--- config.mk ---
export PLATFORM = sky130hd
export DESIGN_NAME = bsa_serial_adder
export DESIGN_NICKNAME = d
export VERILOG_FILES = /design/src/rtl/bsa_pkg.sv /design/src/rtl/bsa_opnd_sreg.sv /design/src/rtl/bsa_add_cell.sv /design/src/rtl/bsa_res_sreg.sv /design/src/rtl/bsa_seq.sv /design/src/rtl/bsa_serial_adder.sv
export SDC_FILE = /design/constraint.sdc
export NUM_CORES = 1
export LEC_CHECK = 0
export ABC_AREA = 1
export BUFFER_PORTS_ARGS = -buffer_cell sky130_fd_sc_hd__buf_2
export CORE_ASPECT_RATIO = 1.4
export CORE_MARGIN = 4
export CORE_UTILIZATION = 35
export DETAILED_ROUTE_END_ITERATION = 12
export GPL_TIMING_DRIVEN = 0
export PLACE_DENSITY_LB_ADDON = 0.2
export SLEW_MARGIN = 20
export SYNTH_ARGS = -nofsm -noshare
export SYNTH_HDL_FRONTEND = slang
export SYNTH_SLANG_ARGS = --single-unit
export TNS_END_PERCENT = 20
--- constraint.sdc ---
create_clock -name clk -period 1.65 [get_ports clk]
set_clock_uncertainty 0.05 [all_clocks]
set_input_delay 0.165 -clock clk [delete_from_list [all_inputs] [get_ports clk]]
set_output_delay 0.165 -clock clk [all_outputs]
set_load 0.02 [all_outputs]
--- src/rtl/bsa_pkg.sv ---
package bsa_pkg;

  typedef struct packed {
    logic sum;
    logic cout;
  } fa_res_t;

  // One-bit full addition of two operand bits and a stored carry.
  function automatic fa_res_t full_add(input logic a, input logic b, input logic cin);
    fa_res_t r;
    r.sum  = a ^ b ^ cin;
    r.cout = (a & b) | (cin & (a ^ b));
    return r;
  endfunction

  // Width of a down-counter that must reach the value n.
  function automatic int unsigned cnt_bits(input int unsigned n);
    int unsigned w;
    w = 1;
    while ((1 << w) <= n) w++;
    return w;
  endfunction

endpackage

--- src/rtl/bsa_opnd_sreg.sv ---
module bsa_opnd_sreg #(
  parameter int unsigned WIDTH = 8
) (
  input  logic             clk,
  input  logic             rst,
  input  logic             load_i,
  input  logic             shift_i,
  input  logic [WIDTH-1:0] par_i,
  output logic             lsb_o
);

  logic [WIDTH-1:0] q;

  always_ff @(posedge clk) begin
    if (rst)          q <= '0;
    else if (load_i)  q <= par_i;
    else if (shift_i) q <= q >> 1;
  end

  assign lsb_o = q[0];

  // Parallel capture of the operand
  p_load_capture_r2: assert property (@(posedge clk) disable iff (rst)
    load_i |=> (q == $past(par_i)));

  // Zero fill at the top while shifting
  p_zero_fill_r3: assert property (@(posedge clk) disable iff (rst)
    (!load_i && shift_i) |=> (q[WIDTH-1] == 1'b0));

  // Register frozen when neither loading nor shifting
  p_idle_hold_r6: assert property (@(posedge clk) disable iff (rst)
    (!load_i && !shift_i) |=> $stable(q));

endmodule

--- src/rtl/bsa_add_cell.sv ---
module bsa_add_cell
  import bsa_pkg::*;
(
  input  logic clk,
  input  logic rst,
  input  logic clr_i,
  input  logic en_i,
  input  logic a_i,
  input  logic b_i,
  output logic sum_q_o,
  output logic carry_q_o
);

  fa_res_t fa;
  logic    carry_q;
  logic    sum_q;

  assign fa = full_add(a_i, b_i, carry_q);

  always_ff @(posedge clk) begin
    if (rst || clr_i) begin
      carry_q <= 1'b0;
      sum_q   <= 1'b0;
    end else if (en_i) begin
      carry_q <= fa.cout;
      sum_q   <= fa.sum;
    end
  end

  assign sum_q_o   = sum_q;
  assign carry_q_o = carry_q;

  // Both operand bits set always generate a carry
  p_carry_gen_r3: assert property (@(posedge clk) disable iff (rst)
    (en_i && !clr_i && a_i && b_i) |=> carry_q);

  // Both operand bits clear always kill the carry
  p_carry_kill_r3: assert property (@(posedge clk) disable iff (rst)
    (en_i && !clr_i && !a_i && !b_i) |=> !carry_q);

  // A load leaves the carry clear
  p_clr_carry_r5: assert property (@(posedge clk) disable iff (rst)
    clr_i |=> !carry_q);

endmodule

--- src/rtl/bsa_res_sreg.sv ---
module bsa_res_sreg #(
  parameter int unsigned WIDTH = 8
) (
  input  logic             clk,
  input  logic             rst,
  input  logic             clr_i,
  input  logic             en_i,
  input  logic             in_i,
  output logic [WIDTH-1:0] q_o
);

  logic [WIDTH-1:0] q;

  for (genvar k = 0; k < WIDTH; k++) begin : g_stage
    logic d;
    if (k == WIDTH - 1) begin : g_head
      assign d = in_i;
    end else begin : g_link
      assign d = q[k+1];
    end
    always_ff @(posedge clk) begin
      if (rst || clr_i) q[k] <= 1'b0;
      else if (en_i)    q[k] <= d;
    end
  end

  assign q_o = q;

  // New bit enters at the top of the chain
  p_chain_entry_r3: assert property (@(posedge clk) disable iff (rst)
    (en_i && !clr_i) |=> (q[WIDTH-1] == $past(in_i)));

endmodule

--- src/rtl/bsa_seq.sv ---
module bsa_seq
  import bsa_pkg::*;
#(
  parameter int unsigned WIDTH = 8
) (
  input  logic clk,
  input  logic rst,
  input  logic load_i,
  output logic run_o,
  output logic done_o
);

  localparam int unsigned STEPS = WIDTH + 1;
  localparam int unsigned CW    = cnt_bits(STEPS);

  logic [CW-1:0] cnt;
  logic          done_q;
  logic          last_step;

  assign last_step = (cnt == CW'(1));

  always_ff @(posedge clk) begin
    if (rst) begin
      cnt    <= '0;
      done_q <= 1'b0;
    end else if (load_i) begin
      cnt    <= CW'(STEPS);
      done_q <= 1'b0;
    end else begin
      if (cnt != '0) cnt <= cnt - CW'(1);
      done_q <= last_step;
    end
  end

  assign run_o  = (cnt != '0);
  assign done_o = done_q;

  // Done is a single-cycle pulse
  p_done_pulse_r4: assert property (@(posedge clk) disable iff (rst)
    done_q |=> !done_q);

  // Done coincides with the end of the run
  p_done_idle_r4: assert property (@(posedge clk) disable iff (rst)
    done_q |-> !run_o);

  // A load never yields done on the next cycle
  p_load_no_done_r7: assert property (@(posedge clk) disable iff (rst)
    load_i |=> (!done_q && run_o));

endmodule

--- src/rtl/bsa_serial_adder.sv ---
module bsa_serial_adder #(
  parameter int unsigned WIDTH = 8
) (
  input  logic             clk,
  input  logic             rst,
  input  logic             load_i,
  input  logic [WIDTH-1:0] opa_i,
  input  logic [WIDTH-1:0] opb_i,
  output logic [WIDTH:0]   sum_o,
  output logic             done_o
);

  logic             run;
  logic             step;
  logic             a_bit;
  logic             b_bit;
  logic             sum_q;
  logic             carry_q;
  logic [WIDTH-1:0] tail;

  // One step per cycle while running and not being reloaded
  assign step = run & ~load_i;

  bsa_seq #(.WIDTH(WIDTH)) i_seq (
    .clk    (clk),
    .rst    (rst),
    .load_i (load_i),
    .run_o  (run),
    .done_o (done_o)
  );

  bsa_opnd_sreg #(.WIDTH(WIDTH)) i_opa (
    .clk     (clk),
    .rst     (rst),
    .load_i  (load_i),
    .shift_i (step),
    .par_i   (opa_i),
    .lsb_o   (a_bit)
  );

  bsa_opnd_sreg #(.WIDTH(WIDTH)) i_opb (
    .clk     (clk),
    .rst     (rst),
    .load_i  (load_i),
    .shift_i (step),
    .par_i   (opb_i),
    .lsb_o   (b_bit)
  );

  bsa_add_cell i_cell (
    .clk       (clk),
    .rst       (rst),
    .clr_i     (load_i),
    .en_i      (step),
    .a_i       (a_bit),
    .b_i       (b_bit),
    .sum_q_o   (sum_q),
    .carry_q_o (carry_q)
  );

  bsa_res_sreg #(.WIDTH(WIDTH)) i_res (
    .clk   (clk),
    .rst   (rst),
    .clr_i (load_i),
    .en_i  (step),
    .in_i  (sum_q),
    .q_o   (tail)
  );

  // The registered sum bit heads the (WIDTH+1)-flop result chain
  assign sum_o = {sum_q, tail};

  // No carry survives to the end of an operation
  p_carry_clear_at_done_r5: assert property (@(posedge clk) disable iff (rst)
    done_o |-> !carry_q);

  // Result frozen while idle
  p_result_hold_r6: assert property (@(posedge clk) disable iff (rst)
    (!run && !load_i) |=> $stable(sum_o));

endmodule

==> metrics.md <==
| Metric | Value |
|---|---|
| Outcome | finished, final reports clean |
| Main combinational cell family by area after synthesis | simple AND/OR/NAND/NOR gates |
| Initial antenna violation count | 0 |
| Register area | 621 um2 |
| Root buffer cell | clkbuf_8 |
| Post-place instance area | about 1800 um2 |
| Final core utilization | about 44% |
| I/O pin count | 29 |
| Post-CTS sizing | 0 |
| Design Power | ~2 mW |
| HPWL Detailed | 2380 um |
| Post-synthesis adder-cell area fraction | under 10% |
| CTS Hold Bufs | 0 |
| Top delay family on crit path | buffers and inverters |
| Min Tclk post-route | between 1 and 1.5 ns |
| Cell count after synthesis | between 200 and 250 |
| Gr usage total | about an eighth |
| Period utilization | slightly below 90% |
| Worst path max stage delay | 0.34 ns |
| Fill count | a little under 500 |
| Final setup violation count | 0 |
| Via density | between 4 and 5 |
| Chip Width | about 65 um |
| Cell variety after synth | 26 |
| Simple-gate share of the synthesized area | ~35% |
| Vias in the first global route | 1320 |
| Top-count cell post-synth | nand2_1 |
| TritonCTS clock tree | yes |
| WL final | 3320 um |
| Largest net degree at the start of global routing | 11 |
| Global-route wire length before repair | between 5000 and 6000 um |
| Startpoint types | flop |
| Syn Nets | roughly 230 |
| RSZ-0062 raised after global routing | false |
| Post-route DRC violation count | 0 |
| Final ANT Viol Nets | 0 |
| Setup TNS | 0 ns |
| Synth top area share | slightly below 40% |
| Mux contribution to synthesized area | 0% |
| Total CTS buffers | 5 |
| Synth Area in Compound Gates | 11.4% |
| Yosys top cell by area | dfxtp_1 |
| Fin. max-slew vios | 0 |
| Crit path cell chain | inv_1 -> ha_1 -> buf_4 -> buf_2 -> nand4_1 -> a21oi_2 |
| Top cells by area, synth | dfxtp_1, nand2_1, nor2_1, a21oi_2, nand4_1 |
| Layout Cells excl Fill | ~300 |
| Core Area | 4340 um2 |
| CP Buf/Inv Count | 3 |
| Multi-input gate area in the final layout | 792 um2 |
| Yosys warns | 0 |
| Relative slew slack | around four fifths |
| Full die area | roughly 5800 um2 |
| Maximum clock path buffer count | 2 |
| Crit end category | flop |
| Critical Path RT | about 1.8 ns |
| Number of inserted diodes | 0 |
| H-tree depth | 2 |
| Starting Density | between 30% and 40% |
| Final instance area | roughly 1900 um2 |
| Critical path class | reg -> reg |
| CP Max Fanout | 10 |
| Ys async rst share | 0% |
| Maximum VDD drop | slightly above 500 uV |
| Avg Inst Size Synth | 7.88 um2 |
| IO Port Bufs | 26 |
| FF+latch count, synth | 31 |
| Total number of vias | about 1.4k |
| Number of synthesized flops with an enable pin | 0 |
| Lkg Pwr | ~0.89 nW |
| P&R area growth vs syn | 20.1% |
| Wirelength per Cell | approximately 11 um |
| Pwr per Cell Area | about 1100 nW/um2 |
| Critical path's slowest cell | dfxtp_1 |
| Final #Nets | approximately 260 |
| Total clock sinks | 31 |
| Synth Flop Type | dfxtp_1 |
| Final Wtd Congestion | roughly 0.7 |
| Clk pin slew, worst setup/hold paths | 0.07 ns |
| Worst-Skew Late Latency | just under 0.3 ns |
| WP data arrival | roughly 1.6 ns |
| Maxcap violations | 0 |
| Post-Synth XOR/XNOR Area | less than 1% |
| Setup bufs post-CTS | 0 |
| Fmax | ~700 MHz |
| Fraction of layout cells with a size suffix above 1 | 34.5% |
| Gr ovfl total | 0 |
| Fin. Hold Viols | 0 |
| Initial DRC Count | 47 |
| Sequential area share after synthesis | between 30 and 40% |
| Commonest cells in the netlist | nand2_1, dfxtp_1, nor2_1 |
| Placed insts | 290 |
| Die Y | between 80 and 90 um |
| Hold WC Path Type | in -> reg |
| First-pass DRT Iterations | 4 |
| Num rows | 28 |
| Synth Cell Area | around 1600 um2 |
| Worst slew pin tran | between 0.3 and 0.4 ns |
-- kinds of logic after synthesis --
group	count (synthesis)
buffers and inverters	29
adder cells (fa/ha/maj)	3
AND/OR/NAND/NOR	111
flip-flops	31
XOR/XNOR	1
AO/OA/AOI/OAI	29
-- where the power goes --
group          internal [mW]  switching (mW)  total [mW]
clock network          0.488           0.296       0.784
registers              0.806          0.0408       0.846
logic                  0.172           0.259       0.431
-- layer usage --
layer / vias up / routed length [um] / GRT usage [%] / part of all wire [%]
met5: - / 0 / 0 / 0
met4: 0 / 60 / 5.66 / 1.8
met3: 6 / 175 / 4.36 / 5.3
met2: 28 / 1590 / 22.6 / 48
met1: 604 / 1500 / 14.8 / 45
li1: 720 / - / - / -
-- layout make-up --
cell class / count / share of cell area [%]
sequential: 31 / 32.1
multi-input combinational: 144 / 41.0
inverter: 9 / 2.14
buffer: 20 / 7.97
tap: 60 / 3.89
timing repair buffer: 26 / 6.74
clock buffer: 6 / 4.28
clock inverter: 2 / 1.81
-- path summary, 6_finish.rpt --
kind,from,end,slack (ns),cells after the start
setup / recovery,i_seq.cnt[0]$_SDFFE_PP0P_,i_opa.q[3]$_SDFFE_PP0P_,0.22,6
hold / removal,rst,i_opa.q[1]$_SDFFE_PP0P_,0.16,2
setup reg to reg,i_seq.cnt[0]$_SDFFE_PP0P_,i_opa.q[3]$_SDFFE_PP0P_,0.22,6
hold reg to reg,i_opa.q[2]$_SDFFE_PP0P_,i_opa.q[2]$_SDFFE_PP0P_,0.44,2
-- registers in the layout, indices dropped and copies added, names as in the netlist --
signal            count
i_cell.sum_q_o        1
i_opb.q               8
i_res.g_stage.d       7
i_opa.q               8
i_seq.cnt             4
i_seq.done_o          1
i_res.q_o             1
i_cell.carry_q_o      1
-- through the flow --
step	setup slack, ns	hold WS, ns
after floorplan	0.395	0.352
after global placement	0.261	0.428
after detailed placement	0.241	0.434
after CTS	0.227	0.152
after global routing	0.137	0.173
final	0.216	0.162
-- placed cells by master, fill, tap and decap left out, types with 5 or more instances in the layout --
| cell type | instances |
|---|---|
| dfxtp_1 | 31 |
| clkbuf_8 | 6 |
| buf_2 | 31 |
| buf_4 | 11 |
| o21ai_0 | 14 |
| inv_1 | 6 |
| a21oi_2 | 10 |
| nor2_1 | 27 |
| nand2_2 | 10 |
| nand4_1 | 14 |
| nand2_1 | 51 |
| a21oi_1 | 5 |
Power figures use the tool's default switching activity.
